`src/rtl/ebc_pkg.sv`:
```
`timescale 1ns/1ps
package ebc_pkg;
  localparam int MODE_W = 9;

  typedef struct packed {
    logic       mux;
    logic       wide;
    logic       ale2;
    logic       sdly;
    logic       rdy_en;
    logic [3:0] waits;
  } bus_mode_t;

  typedef enum logic [2:0] {
    ST_IDLE,
    ST_ALE,
    ST_DLY,
    ST_STB,
    ST_HOLD
  } bus_st_t;
endpackage

```
`src/rtl/ebc_window_sel.sv`:
```
`timescale 1ns/1ps
module ebc_window_sel
  import ebc_pkg::*;
#(
  parameter int NWIN = 5,
  parameter int AW   = 23
) (
  input  logic [AW-1:0]          addr,
  input  logic [NWIN*AW-1:0]     base,
  input  logic [NWIN*AW-1:0]     mask,
  input  logic [NWIN-1:0]        en,
  input  logic [NWIN*MODE_W-1:0] modes,
  input  logic [MODE_W-1:0]      dflt,
  output bus_mode_t              sel
);
  logic [NWIN-1:0] hit;

  genvar g;
  generate
    for (g = 0; g < NWIN; g++) begin : g_cmp
      assign hit[g] = en[g] &&
        ((addr & mask[g*AW +: AW]) == (base[g*AW +: AW] & mask[g*AW +: AW]));
    end
  endgenerate

  // lowest index has priority: scan from the top so it is written last
  always_comb begin
    sel = bus_mode_t'(dflt);
    for (int i = NWIN - 1; i >= 0; i--) begin
      if (hit[i]) sel = bus_mode_t'(modes[i*MODE_W +: MODE_W]);
    end
  end
endmodule

```
`src/rtl/ebc_addr_fmt.sv`:
```
`timescale 1ns/1ps
module ebc_addr_fmt #(
  parameter int AW = 23
) (
  input  logic [AW-2:0]  word_addr,
  input  logic           lane,
  input  logic           wide,
  input  logic [1:0]     aw_sel,
  input  logic           segmented,
  output logic [15:0]    lo,
  output logic [AW-17:0] hi
);
  localparam int HW = AW - 16;

  logic [AW-1:0] full;
  logic [HW-1:0] hmask;
  int            nbits;

  always_comb begin
    full = {word_addr, (wide ? 1'b0 : lane)};
    case (aw_sel)
      2'd0:    nbits = 0;
      2'd1:    nbits = 2;
      2'd2:    nbits = 4;
      default: nbits = HW;
    endcase
    for (int b = 0; b < HW; b++) hmask[b] = (b < nbits);
    lo = full[15:0];
    hi = segmented ? (full[AW-1:16] & hmask) : '0;
  end
endmodule

```
`src/rtl/extbus_engine.sv`:
```
`timescale 1ns/1ps
module extbus_engine
  import ebc_pkg::*;
#(
  parameter int NWIN = 5,
  parameter int AW   = 23
) (
  input  logic                     clk,
  input  logic                     rst_n,
  input  logic [NWIN*AW-1:0]       cfg_win_base,
  input  logic [NWIN*AW-1:0]       cfg_win_mask,
  input  logic [NWIN-1:0]          cfg_win_en,
  input  logic [NWIN*MODE_W-1:0]   cfg_win_mode,
  input  logic [MODE_W-1:0]        cfg_dflt_mode,
  input  logic [1:0]               cfg_aw_sel,
  input  logic                     cfg_segmented,
  input  logic                     req_valid,
  input  logic                     req_write,
  input  logic [AW-1:0]            req_addr,
  input  logic [15:0]              req_wdata,
  input  logic [1:0]               req_be,
  output logic                     req_ack,
  output logic [15:0]              req_rdata,
  output logic [15:0]              ext_addr,
  output logic [AW-17:0]           ext_seg,
  output logic [15:0]              ext_ad_out,
  output logic                     ext_ad_oe,
  input  logic [15:0]              ext_ad_in,
  output logic                     ext_ale,
  output logic                     ext_rd,
  output logic                     ext_wr,
  input  logic                     ext_ready
);
  // reset: asserted asynchronously, released through two flops
  logic [1:0] rsync_q;
  logic       rst_i_n;

  always_ff @(posedge clk or negedge rst_n) begin
    if (!rst_n) rsync_q <= 2'b00;
    else        rsync_q <= {rsync_q[0], 1'b1};
  end
  assign rst_i_n = rsync_q[1];

  bus_mode_t     win_mode, mode_q;
  bus_st_t       st_q, st_d;
  logic [3:0]    cnt_q, cnt_d;
  logic          lane_q, lane_d, pend_q, pend_d;
  logic          wr_q;
  logic [AW-1:0] addr_q;
  logic [15:0]   wdata_q, rbuf_q, data_out;
  logic          load, cap, in_data, ale_drv;
  logic [15:0]   a_lo;
  logic [AW-17:0] a_hi;

  ebc_window_sel #(.NWIN(NWIN), .AW(AW)) u_sel (
    .addr  (req_addr),
    .base  (cfg_win_base),
    .mask  (cfg_win_mask),
    .en    (cfg_win_en),
    .modes (cfg_win_mode),
    .dflt  (cfg_dflt_mode),
    .sel   (win_mode)
  );

  ebc_addr_fmt #(.AW(AW)) u_fmt (
    .word_addr (addr_q[AW-1:1]),
    .lane      (lane_q),
    .wide      (mode_q.wide),
    .aw_sel    (cfg_aw_sel),
    .segmented (cfg_segmented),
    .lo        (a_lo),
    .hi        (a_hi)
  );

  // next-state logic
  always_comb begin
    st_d    = st_q;
    cnt_d   = cnt_q;
    lane_d  = lane_q;
    pend_d  = pend_q;
    load    = 1'b0;
    cap     = 1'b0;
    req_ack = 1'b0;
    case (st_q)
      ST_IDLE: begin
        if (req_valid) begin
          load   = 1'b1;
          st_d   = ST_ALE;
          cnt_d  = win_mode.ale2 ? 4'd1 : 4'd0;
          lane_d = !win_mode.wide && !req_be[0] && req_be[1];
          pend_d = !win_mode.wide && req_be[0] && req_be[1];
        end
      end
      ST_ALE: begin
        if (cnt_q != 4'd0) begin
          cnt_d = cnt_q - 4'd1;
        end else if (mode_q.sdly) begin
          st_d = ST_DLY;
        end else begin
          st_d  = ST_STB;
          cnt_d = mode_q.waits;
        end
      end
      ST_DLY: begin
        st_d  = ST_STB;
        cnt_d = mode_q.waits;
      end
      ST_STB: begin
        if (cnt_q != 4'd0) begin
          cnt_d = cnt_q - 4'd1;
        end else if (!mode_q.rdy_en || ext_ready) begin
          cap  = !wr_q;
          st_d = ST_HOLD;
        end
      end
      ST_HOLD: begin
        if (pend_q) begin
          pend_d = 1'b0;
          lane_d = 1'b1;
          st_d   = ST_ALE;
          cnt_d  = mode_q.ale2 ? 4'd1 : 4'd0;
        end else begin
          req_ack = 1'b1;
          st_d    = ST_IDLE;
        end
      end
      default: st_d = ST_IDLE;
    endcase
  end

  // registers
  always_ff @(posedge clk or negedge rst_i_n) begin
    if (!rst_i_n) begin
      st_q    <= ST_IDLE;
      cnt_q   <= '0;
      lane_q  <= 1'b0;
      pend_q  <= 1'b0;
      mode_q  <= '0;
      wr_q    <= 1'b0;
      addr_q  <= '0;
      wdata_q <= '0;
      rbuf_q  <= '0;
    end else begin
      st_q   <= st_d;
      cnt_q  <= cnt_d;
      lane_q <= lane_d;
      pend_q <= pend_d;
      if (load) begin
        mode_q  <= win_mode;
        wr_q    <= req_write;
        addr_q  <= req_addr;
        wdata_q <= req_wdata;
      end
      if (load) begin
        rbuf_q <= '0;
      end else if (cap) begin
        if (mode_q.wide)  rbuf_q       <= ext_ad_in;
        else if (lane_q)  rbuf_q[15:8] <= ext_ad_in[7:0];
        else              rbuf_q[7:0]  <= ext_ad_in[7:0];
      end
    end
  end

  // pin outputs
  always_comb begin
    in_data  = (st_q == ST_DLY) || (st_q == ST_STB) || (st_q == ST_HOLD);
    ale_drv  = mode_q.mux && (st_q == ST_ALE);
    data_out = mode_q.wide ? wdata_q
                           : {8'h00, (lane_q ? wdata_q[15:8] : wdata_q[7:0])};
    ext_ale    = (st_q == ST_ALE);
    ext_rd     = (st_q == ST_STB) && !wr_q;
    ext_wr     = (st_q == ST_STB) && wr_q;
    ext_ad_oe  = ale_drv || (wr_q && in_data);
    ext_ad_out = ale_drv ? a_lo : ((wr_q && in_data) ? data_out : 16'h0000);
    ext_addr   = (!mode_q.mux && (st_q != ST_IDLE)) ? a_lo : 16'h0000;
    ext_seg    = (st_q != ST_IDLE) ? a_hi : '0;
  end

  assign req_rdata = rbuf_q;
endmodule

```
`config.mk`:
```
export PLATFORM = sky130hd
export DESIGN_NAME = extbus_engine
export DESIGN_NICKNAME = d
export VERILOG_FILES = /design/src/rtl/ebc_pkg.sv /design/src/rtl/ebc_window_sel.sv /design/src/rtl/ebc_addr_fmt.sv /design/src/rtl/extbus_engine.sv
export SDC_FILE = /design/constraint.sdc
export NUM_CORES = 1
export LEC_CHECK = 0
export ABC_AREA = 1
export CAP_MARGIN = 20
export CELL_PAD_IN_SITES_DETAIL_PLACEMENT = 0
export CELL_PAD_IN_SITES_GLOBAL_PLACEMENT = 1
export CORE_AREA = 5 5 158 160
export CTS_CLUSTER_DIAMETER = 120
export DETAILED_ROUTE_END_ITERATION = 16
export DIE_AREA = 0 0 163 165
export DONT_BUFFER_PORTS = 1
export GPL_TIMING_DRIVEN = 0
export PLACE_DENSITY_LB_ADDON = 0.1
export SKIP_CTS_REPAIR_TIMING = 1
export SLEW_MARGIN = 20
export SYNTH_ARGS = -nofsm -noshare
export SYNTH_HDL_FRONTEND = slang
export SYNTH_SLANG_ARGS = --single-unit
```
`constraint.sdc`:
```
create_clock -name clk -period 2.1 [get_ports clk]
set_input_delay 0.105 -clock clk [delete_from_list [all_inputs] [get_ports clk]]
set_output_delay 0.105 -clock clk [all_outputs]
set_load 0.02 [all_outputs]
```
# Word level (Yosys, flattened, before mapping)
# Cells that the tools add are included.
# word_totals
register_bits	76
inputBits	354
elab_cells	137
# op_classes
addsub	1
order_cmp	7
eq_ne	19
n_mux	46
n_bitwise	11
n_reduce_logical	37
# op_table
operator	count
$and A23 B23 Y23	10
$eq A23 B23 Y1	5
$mux W16	7
$mux W9	5
$mux W8	3
$mux W4	5
$pmux W4 S5	1
$mux W1	15
$pmux W3 S5	1
$logic_and A1 B1 Y1	14
$mux W7	2
$mux W3	4
$ne A2 B2 Y1 const B	6
$lt A3 B3 Y1 const A	3
$pmux W3 S3	1
$and A7 B7 Y7	1
$eq A3 B2 Y1 const B	2
$lt A1 B3 Y1 const A	2
$lt A2 B3 Y1 const A	2
$ne A3 B2 Y1 const B	2
$reduce_and A2 Y1	3
$reduce_bool A3 Y1	2
$logic_not A1 Y1	5
$reduce_and A5 Y1	1
other kinds (14)	19

# Logic depth before layout (Yosys ltp)
# Gate-level depths: netlist of run 1.
# logic_depth
word_depth	13
depth_mapped	18

# Cells and area by module
# Synthesis of run 1 repeated with hierarchy kept, for this count alone.
# hier_totals
cells_unflattened	1246
hier_area_um2	7509.7
# modules_own_cells
module	n_inst	cells_per_inst	area_per_inst_um2
extbus_engine	1	522	3897.5
ebc_window_sel	1	691	3429.5
ebc_addr_fmt	1	33	182.7

# Worst setup path after synthesis of run 1
# OpenSTA, ideal clock, no wires.
# synth_path
kind	register -> output
startpoint	reg st_q[1]
endpoint	out ext_ad_out[8]
arrival_ns	1.752
slack_ns	0.243
stages_incl_launch_ff	9
n_path_buf	1
path_cell_list	dfrtp_1 nor2_1 inv_2 nor2_1 inv_1 nand2_1 nand2_1 clkbuf_1 o32ai_1
# synth_between
elab_chain_cells	6
# synth_rtl
element	line	rtl
start, declared	extbus_engine.sv:45	bus_st_t st_q, st_d;
start signal, assigned	extbus_engine.sv:144	st_q <= st_d;
$eq A3 B2 Y1	extbus_engine.sv:166	in_data = (st_q == ST_DLY) || (st_q == ST_STB) || (st_q == ST_HOLD);
$logic_or A1 B1 Y1 (2 in a row)	extbus_engine.sv:166	
$logic_and A1 B1 Y1	extbus_engine.sv:174	ext_ad_out = ale_drv ? a_lo : ((wr_q && in_data) ? data_out : 16'h0000);
$mux W16	extbus_engine.sv:174	
$mux W16 *	extbus_engine.sv:174	
end, declared	extbus_engine.sv:26	output logic [15:0] ext_ad_out,
# Every way passes the cells marked *; elsewhere a longest branch is shown, timed or not.

# Worst setup path after layout of run 1
# Same ends and word-level chain as after synthesis.

==> flow_summary.yaml, run 1 <==
outcome:
  status: "finished, violations left"
  violations: "negative hold slack"
cts:
  cts_tree: "built"
  clkTransAtPathRegs_ns: 0.06
  root_buffer: "clkbuf_16"
  cts.sinks: 75
  clock_tree.buffer_depth: 2
  insertion_delay_ns: 0.34
  numCtsBuffers: 9
  htree_levels: 3
yosys:
  synth-warning-count: 0
  synth_most_common_cell: "nand2_1"
  syn_inst: 1234
  ys_seq_elements: 75
  synth_top_cell_area_share_pct: 26.4
  syn_nets: 1590
  synth_common_cells: "407 x nand2_1, 147 x nor2_1, 146 x inv_1"
  synthFlopType: "dfrtp_1"
  yosys.area.top_type: "dfrtp_1"
  ys_types: 44
  syn_area_sq_mm: 0.00712
  yosysSeqAreaShare_pct: 26.4
  async_flop_share_pct: 100
  synthTopCellsByArea: "dfrtp_1 26%, nand2_1 21%, nand3_1 9.3%, nor2_1 7.8%, inv_1 7.7%"
  synth_edf_count: 0
  syn_area_per_cell_sq_um: 5.77
setup_path:
  path_max_fanout: 10
  start_kind: "flip-flop"
  max_stage_delay_ns: 0.41
  critPathBufInv: 3
  r2r_cells: 11
  path_class: "flip-flop to output port"
  slowest_stage: "dfrtp_1"
  crit_top_cell: "inv_2"
  crit_required_ns: 2.00
  worstPathArrival_ns: 1.92
  cp_num_cells: 8
  rrSetupSlack_ns: 0.11
  critPathCaptureType: "output port"
  cp_cell_sequence: "nor2_1 -> inv_2 -> nor2_2 -> inv_2 -> nand2_4 -> nand2_8 -> buf_12 -> o32ai_4"
  cp_top_family: "simple AND/OR/NAND/NOR gates"
global_routing:
  grt_first_pass_wirelength_microns: 48600
  grt_max_degree: 53
  grt_pass1_vias: 7829
  grt_use_total_pct: 24.3
  gr-total-overflow: 0
  antenna_found_initial: 0
timing:
  period_needed_ns: 2.03
  slew_headroom_pct: 53.9
  finClkSkew_ns: 0.00909
  drv_slew: 0
  setup_violations: 0
  tightestPinTransition_ns: 0.686
  period_share_pct: 96.6
  setup-tns-final_ns: 0
  hold_slack_ns: -0.0210
  final_hold_viol_count: 4
  timing.fmax_ghz: 0.493
cells_and_area:
  drive_gt1_share_pct: 11.2
  regArea_sq_mm: 0.00188
  final_util_pct: 36.8
  n_antenna_cell: 0
  fillerInstances: 2647
  multi_input_area_sq_mm: 0.00466
  nets: 1640
  finalInstanceArea_sq_mm: 0.00857
  areaGrowthSynthToFinish_pct: 20.4
placement:
  place_area_sq_mm: 0.00755
  dp_hpwl_microns: 29500
  port_buffers: 0
  place.gp.congestion: 0.903
flow_run:
  drv_cap: 0
route:
  vias: 8016
  drc: 0
  wire_per_inst_microns: 21.4
  routed_wl_microns: 34400
  drt_pass1_iterations: 5
  final_antenna_net_count: 0
  via_per_inst: 4.99
  drt_iter0_drc: 437
die:
  die_h_microns: 165
  start_util_pct: 30.6
  dieArea_sq_mm: 0.0269
  io_pins: 414
  die_w_microns: 163
  rows: 56
  core-area_sq_mm: 0.0233
worst_hold_path:
  hold_depth: 2
  hp-class: "input port to flip-flop"
pwr:
  ir_worst_vdd_mv: 0.513
  p_leak_uw: 0.00437
  power_density_mw_per_mm2: 1010
[cell type report]
class                      instances  share of cell area [%]
multi-input combinational        946                    54.4
sequential                        75                    22.0
inverter                         170                    7.53
timing repair buffer              41                    4.79
tap                              319                    4.66
buffer                            41                    3.11
clock buffer                      12                    2.99
clock inverter                     4                   0.569
[metrics by stage]
step                setup WS, ns  cells  hold WS, ns  total power [uW]
CTS                       -0.573   1570       -0.558              8030
finish                    0.0707   1608      -0.0210              8690
detailed placement        -0.203   1554       -0.191              6400
global placement          -0.235   1553       -0.191              6350
floorplan                  0.243   1234       -0.191              5340
global route             -0.0149   1608     0.000662              9370
[path summary, 6_finish.rpt]
path                                   start       endpoint
worst max-delay path                 st_q[1]  ext_ad_out[8]
worst min-delay path            ext_ad_in[2]   req_rdata[2]
worst max register to register       st_q[1]      mode_q[2]
worst min register to register    rsync_q[1]   req_rdata[0]
max in group asynchronous         rsync_q[1]      addr_q[9]
min in group asynchronous         rsync_q[1]   req_rdata[0]
[metal layers]
metal | vias to the layer above | GRT usage (%) | routed length [microns]
li1 | 4021 | - | -
met1 | 3620 | 28.0 | 13300
met2 | 338 | 43.8 | 17200
met3 | 37 | 7.94 | 3130
met4 | 0 | 5.60 | 682
met5 | - | 0 | 0
[cell families (layout without fill, tap and decap cells)]
| kind of cell | Yosys count | in the layout | synth area share [%] |
|---|---|---|---|
| flip-flops | 75 | 75 | 26.4 |
| AO/OA/AOI/OAI | 156 | 156 | 12.5 |
| AND/OR/NAND/NOR | 783 | 783 | 47.9 |
| other | 1 | 1 | 0.0527 |
| buffers and inverters | 213 | 268 | 12.4 |
| XOR/XNOR | 4 | 4 | 0.492 |
| adder cells (fa/ha/maj) | 2 | 2 | 0.351 |
[flip-flops by register name (all words and copies together) (netlist names)]
signal and cells:
st_q 3, cnt_q 4, lane_q 1, rsync_q 2, addr_q 22, req_rdata 16
wdata_q 16, mode_q 9, wr_q 1, pend_q 1
[cell usage in the layout, fill, tap and decap left out, drive strengths merged]
master / synthesis / layout
a2111oi: 1 / 1
a21o: 6 / 6
a21oi: 22 / 22
a22oi: 1 / 1
a31oi: 1 / 1
buf: 30 / 39
bufinv: 0 / 1
clkbuf: 13 / 22
clkinv: 2 / 2
clkinvlp: 0 / 2
conb: 1 / 1
dfrtp: 75 / 75
dlygate4sd3: 0 / 33
ha: 2 / 2
inv: 168 / 169
nand2: 412 / 412
nand2b: 3 / 3
nand3: 134 / 134
nand3b: 10 / 10
nand4: 24 / 24
nor2: 155 / 155
nor3: 5 / 5
nor3b: 4 / 4
nor4: 2 / 2
o2111a: 1 / 1
o211ai: 8 / 8
o21a: 7 / 7
o21ai: 94 / 94
o22ai: 7 / 7
o32ai: 8 / 8
or2: 34 / 34
xnor2: 1 / 1
xor2: 3 / 3
[power breakdown]
part           internal, uW  total (uW)  leakage (uW)  switching, uW
sequential             2110        2710      0.000935            600
clock                   986        1610      0.000153            619
combinational          1360        4380       0.00329           3020
(Power assumes the default switching activity.)
==> run 2: changes to the inputs <==
- CORE_AREA: 5 5 158 160 -> 5 5 156 158
- DIE_AREA: 0 0 163 165 -> 0 0 161 163
- SYNTH_HIERARCHICAL: default -> 1
==> run 2 against run 1 <==
Net effect:
- the flow still finishes with violations (negative hold slack)
- clock power down 9%
- sequential power down 5%
- largest cell class unchanged
- non-clock buffer count is 31 higher
==> flow_summary.yaml, run 2 <==
outcome:
  status: "finished, violations left"
  violations: "negative hold slack"
yosys:
  syn_area_per_cell_sq_um: 6.03
  syn_inst: 1246
  syn_area_sq_mm: 0.00751
  synth_edf_count: 0
  syn_nets: 1602
  synth_common_cells: "476 x nand2_1, 129 x inv_1, 126 x nand3_1"
  synth_most_common_cell: "nand2_1"
  yosys.area.top_type: "dfrtp_1"
  ys_seq_elements: 75
  synthFlopType: "dfrtp_1"
  synthTopCellsByArea: "dfrtp_1 25%, nand2_1 24%, nand3_1 8.4%, inv_1 6.4%, nor2_1 4.6%"
  synth_top_cell_area_share_pct: 25.0
  yosysSeqAreaShare_pct: 25.0
  async_flop_share_pct: 100
  ys_types: 38
  synth-warning-count: 6
route:
  drc: 0
  routed_wl_microns: 31900
  wl_met1_microns: 11800
  drt_iter0_drc: 509
  final_antenna_net_count: 0
  wire_per_inst_microns: 19.8
  highest_layer: "met4"
  wl_met3_microns: 2470
  met2_length_microns: 16900
  drt_pass1_iterations: 5
  vias: 7752
  via_per_inst: 4.82
setup_path:
  path_class: "flip-flop to output port"
  critPathCaptureType: "output port"
  crit_required_ns: 2.00
  start_kind: "flip-flop"
  worstPathArrival_ns: 1.97
  path_max_fanout: 7
  r2r_cells: 8
global_routing:
  gr-total-overflow: 0
  antenna_found_initial: 1
  grt_max_degree: 53
  grt_pass1_vias: 7585
  grt_use_total_pct: 22.7
  grt_first_pass_wirelength_microns: 45200
cells_and_area:
  layout_common_cells: "473 x nand2_1, 127 x inv_1, 126 x nand3_1"
  areaGrowthSynthToFinish_pct: 18.4
  drive_gt1_share_pct: 14.1
  final_common_cell: "nand2_1"
  n_antenna_cell: 0
  regMostFlops: "addr_q"
  nets: 1668
  largest_reg_flops: 22
  instances_no_fill: 1607
flow_run:
  drv_cap: 0
die:
  dieArea_sq_mm: 0.0262
  core-area_sq_mm: 0.0230
  start_util_pct: 32.7
  die_h_microns: 163
  rows: 56
  io_pins: 414
  die_w_microns: 161
cts:
  cts.sinks: 75
  clkTransAtPathRegs_ns: 0.06
  cts_tree: "built"
  insertion_delay_ns: 0.34
  htree_levels: 3
  clock_tree.buffer_depth: 2
  root_buffer: "clkbuf_16"
  numCtsBuffers: 9
placement:
  port_buffers: 0
  place.gp.congestion: 0.903
  dp_hpwl_microns: 26700
  dp.cells: 1537
timing:
  timing.fmax_ghz: 0.482
  drv_slew: 0
  tightestPinTransition_ns: 0.582
  rsz0062_at_grt: "true"
  final_hold_viol_count: 2
  slew_headroom_pct: 61.2
  finClkSkew_ns: 0.0104
  period_needed_ns: 2.08
  setup_violations: 0
  period_share_pct: 98.8
  hold_slack_ns: -0.000919
pwr:
  ir_worst_vdd_mv: 0.415
  power_density_mw_per_mm2: 968
  p_leak_uw: 0.00475
worst_hold_path:
  hp-class: "input port to async pin"
## run 2: changes by cell type in the layout (fill, tap and decap cells not counted), sizes merged, moves of 8 or more
| cell | change |
|---|---|
| nand2 | +72 |
| nor2 | -35 |
| o21ai | -26 |
| or2 | +20 |
| dlygate4sd3 | +17 |
| buf | +14 |
| a21o | +11 |
| o32ai | -8 |
## run 2: worst paths after layout
| path | start | endpoint | slack (ns) |
|---|---|---|---|
| setup / recovery | st_q[1] | ext_ad_out[1] | 0.02 |
| hold reg to reg | rsync_q[1] | addr_q[22] | 0.23 |
| hold / removal | rst_n | rsync_q[0] | -0.0009 |
| max in group asynchronous | rsync_q[1] | wdata_q[13] | 1.31 |
| min in group clk | cfg_win_mode[4] | mode_q[4] | 0 |
| setup reg to reg | st_q[2] | req_rdata[15] | 0.21 |
## run 2: kinds of logic (layout without fill, tap and decap cells)
family / count (synthesis) / after routing / share of synthesized area, %
buffers and inverters: 221 / 291 / 14.2
adders and majority gates: 2 / 2 / 0.333
xor gates and xnor gates: 3 / 3 / 0.350
and+or+nand+nor: 832 / 833 / 51.6
DFF: 75 / 75 / 25.0
AOI/OAI and AO/OA: 112 / 112 / 8.51
other: 1 / 1 / 0.0499
## run 2: metal layers
layer	vias to the layer above	GRT usage (%)
met4	0	6.71
li1	4003	-
met2	254	42.7
met5	-	0
met1	3455	24.5
met3	40	6.58
## run 2: critical path, cell delays in order (launching register included)
cell	delay, ns
dfrtp_2	0.46
inv_2	0.08
nand2_1	0.08
nor2_4	0.38
nand2_4	0.16
o21ai_1	0.48
## run 2: where the power goes
part / leakage (uW) / internal [uW] / switching, uW
clock network: 0.000135 / 861 / 606
registers: 0.000952 / 2040 / 527
logic: 0.00366 / 1570 / 3010
## run 2: layout make-up
cell class              instances  area, sq um
flip-flops and latches         75         1880
plain buffers                  59          478
clock buffers                  12          256
well taps                     290          363
inverters                     162          608
clock inverters                 4         25.0
repair buffers                 54          568
fillers                      2553        14100
multi-input cells             951         4710
## run 2: per-stage QoR
stage	area, sq um	worst slack, ns	utilization [%]	TNS, ns	total power, uW
3_5_place_dp	7900	-0.213	34.4	-1.53	6730
2_1_floorplan	7510	0.326	-	0	5760
3_3_place_gp	7870	-0.236	34.3	-1.76	6710
5_1_grt	8890	-0.0340	38.7	-0.0590	9320
6_report	8890	0.0248	38.7	0	8610
4_1_cts	8190	-0.580	35.6	-6.48	8230
==> run 3: changes to the inputs <==
- ABC_AREA: 1 -> default
- CORE_AREA: 5 5 156 158 -> 5 5 157 159
- DIE_AREA: 0 0 161 163 -> 0 0 162 164
==> run 3 against run 2 <==
Net effect:
- the run ends with negative hold slack, negative setup slack left
- utilization shrank 3.7 points
- count of clock-buffer cells in the layout fell by 3
- critical path depth increased by 7
- via count shrank 21%
- global-route usage is 0.33 points lower
- sequential share of layout area grew 2.1 points
- non-clock buffer count is 34 higher
- register-to-register slack got worse by 0.06 ns
- sequential power is 7.8% higher
- worst hold slack got worse by 0.089 ns
- final area fell by 9.0%
- cell count fell by 28%
- critical endpoint is now lane_q
- highest routed layer unchanged
==> flow_summary.yaml, run 3 <==
outcome:
  status: "finished, violations left"
  violations: "negative hold slack, negative setup slack"
placement:
  place.gp.congestion: 0.945
  dp_hpwl_microns: 26900
  pre_cts_ws_ns: -0.951
  port_buffers: 0
route:
  via_per_inst: 5.34
  wire_per_inst_microns: 27.8
  final_antenna_net_count: 0
  drc: 0
  vias: 6154
  routed_wl_microns: 32000
  drt_pass1_iterations: 7
  drt_iter0_drc: 446
pwr:
  pwr-share-comb_pct: 47.8
  swShare_pct: 45.3
  p_seq_share_pct: 33.1
  pwr-share-clk_pct: 19.1
  power_density_mw_per_mm2: 1040
  p_leak_uw: 0.00369
  internal_power_uw: 4590
  power_switching_uw: 3790
  ir_worst_vdd_mv: 0.390
timing:
  finClkSkew_ns: 0.00891
  period_needed_ns: 2.32
  period_share_pct: 111
  slew_headroom_pct: 54.9
  setup_violations: 1
  timing.fmax_ghz: 0.431
  final_hold_viol_count: 4
  hold_slack_ns: -0.0899
  drv_slew: 0
  fin_ws_ns: -0.221
  rsz0062_at_grt: "true"
  tightestPinTransition_ns: 0.676
setup_path:
  path_class: "input port to flip-flop"
  slowest_stage: "or4b_1"
  worstPathArrival_ns: 2.60
  critPathCaptureType: "flip-flop"
  cp_cell_sequence: "buf_12 -> xor2_1 -> a22oi_1 -> nand4_1 -> nor4_4 -> buf_6 -> buf_8 -> a21oi_4 -> a221oi_4 -> o31ai_4 -> or4b_1 -> o21ai_1"
  cp_top_family: "simple AND/OR/NAND/NOR gates"
  critPathBufInv: 3
  start_kind: "input port"
  crit_required_ns: 2.37
  path_max_fanout: 5
  max_stage_delay_ns: 0.53
die:
  core-area_sq_mm: 0.0231
  die_w_microns: 162
  rows: 56
  die_h_microns: 164
  start_util_pct: 27.4
  io_pins: 414
  dieArea_sq_mm: 0.0266
yosys:
  synthFlopType: "dfrtp_1"
  ys_seq_elements: 75
  synth_most_common_cell: "nand2_1"
  syn_area_per_cell_sq_um: 8.28
  synth_compound_area_share_pct: 18.3
  synthSimpleGateAreaFrac_pct: 24.5
  synth_common_cells: "191 x nand2_1, 115 x xor2_1, 75 x dfrtp_1"
  async_flop_share_pct: 100
  syn_nets: 1121
  syn_area_sq_mm: 0.00634
  yosys.area.top_type: "dfrtp_1"
  synth_top_cell_area_share_pct: 29.6
  synth_edf_count: 0
  ys_types: 62
  synthMuxAreaShare_pct: 3.00
  synthTopCellsByArea: "dfrtp_1 30%, xor2_1 16%, nand2_1 11%, a22oi_1 6.4%, o31ai_1 3.2%"
  synth-warning-count: 6
  synth_xor_area_share_pct: 16.0
  syn_inst: 765
  synth_top_family_by_area: "simple AND/OR/NAND/NOR gates"
  synthAdderAreaFrac_pct: 0.395
  yosysSeqAreaShare_pct: 29.6
global_routing:
  grt_max_degree: 43
  grt_first_pass_wirelength_microns: 42900
  grt-busiest-layer: "met2"
  use_met1_pct: 26.6
  use_met2_pct: 40.0
  grt_pass1_vias: 6229
  gr-total-overflow: 0
  grt_use_total_pct: 22.3
  gr-usage-met3_pct: 5.70
  antenna_found_initial: 5
flow_run:
  drv_cap: 0
cells_and_area:
  final_common_cell: "nand2_1"
  nets: 1209
  areaGrowthSynthToFinish_pct: 27.8
  drive_gt1_share_pct: 19.1
  layout_common_cells: "191 x nand2_1, 114 x xor2_1, 74 x dfrtp_1"
  largest_reg_flops: 22
  fillerInstances: 2438
  regMostFlops: "addr_q"
cts:
  numCtsBuffers: 9
  clkTransAtPathRegs_ns: 0.06
  htree_levels: 3
  clock_tree.buffer_depth: 2
  cts.sinks: 75
  insertion_delay_ns: 0.35
  cts_tree: "built"
  root_buffer: "clkbuf_16"
worst_hold_path:
  hp-class: "input port to flip-flop"
run 3: per-layer routing:
layer,part of all wire [%],vias up
li1,-,2830
met2,53,289
met1,39,2999
met5,0,-
met4,1.8,0
met3,6.0,36
run 3: cell families after synthesis:
| family | Yosys count |
|---|---|
| AOI/OAI and AO/OA | 159 |
| xor gates and xnor gates | 116 |
| adders and majority gates | 2 |
| buffers and inverters | 85 |
| DFF | 75 |
| muxes | 19 |
| other | 1 |
| and+or+nand+nor | 308 |
run 3: power by group through the flow:
stage	registers [uW]	clock network, uW	logic, uW
5_1_grt	2850	1720	4390
4_1_cts	2770	1650	3680
3_3_place_gp	2790	0	3590
6_report	2770	1600	4000
2_1_floorplan	2590	0	2860
3_5_place_dp	2790	0	3660
run 3: cell type report:
cell class                      instances  area (sq um)  area share [%]
Antenna cell                            4          10.0           0.124
Inverter                               15          56.3           0.695
Sequential cell                        75          1880            23.2
Tap cell                              290           363            4.48
Buffer                                 66           509            6.29
Timing Repair Buffer                   81           771            9.52
Clock inverter                          7          76.3           0.943
Clock buffer                            9           225            2.78
Multi-Input combinational cell        605          4210            51.9
run 3: worst paths after layout:
check,depth (start not counted),from,slack (ns),end
max,12,req_addr[15],-0.22,lane_q
min,2,req_be[1],-0.09,pend_q
max reg2reg,6,cnt_q[0],0.15,cnt_q[3]
min reg2reg,0,rsync_q[1],0.29,req_rdata[1]
max in group asynchronous,1,rsync_q[1],1.23,addr_q[14]
min in group asynchronous,0,rsync_q[1],0.29,req_rdata[1]
run 3: per-stage QoR:
stage | cell area, sq um | cells | TNS [ns] | power (uW) | util, %
global placement | 6710 | 1055 | -9.67 | 6380 | 29.0
floorplan | 6340 | 765 | -0.190 | 5450 | -
detailed placement | 6740 | 1056 | -9.53 | 6450 | 29.1
CTS | 7040 | 1072 | -16.28 | 8100 | 30.4
global route | 8090 | 1151 | -1.28 | 8960 | 35.0
finish | 8100 | 1152 | -0.221 | 8380 | 35.0
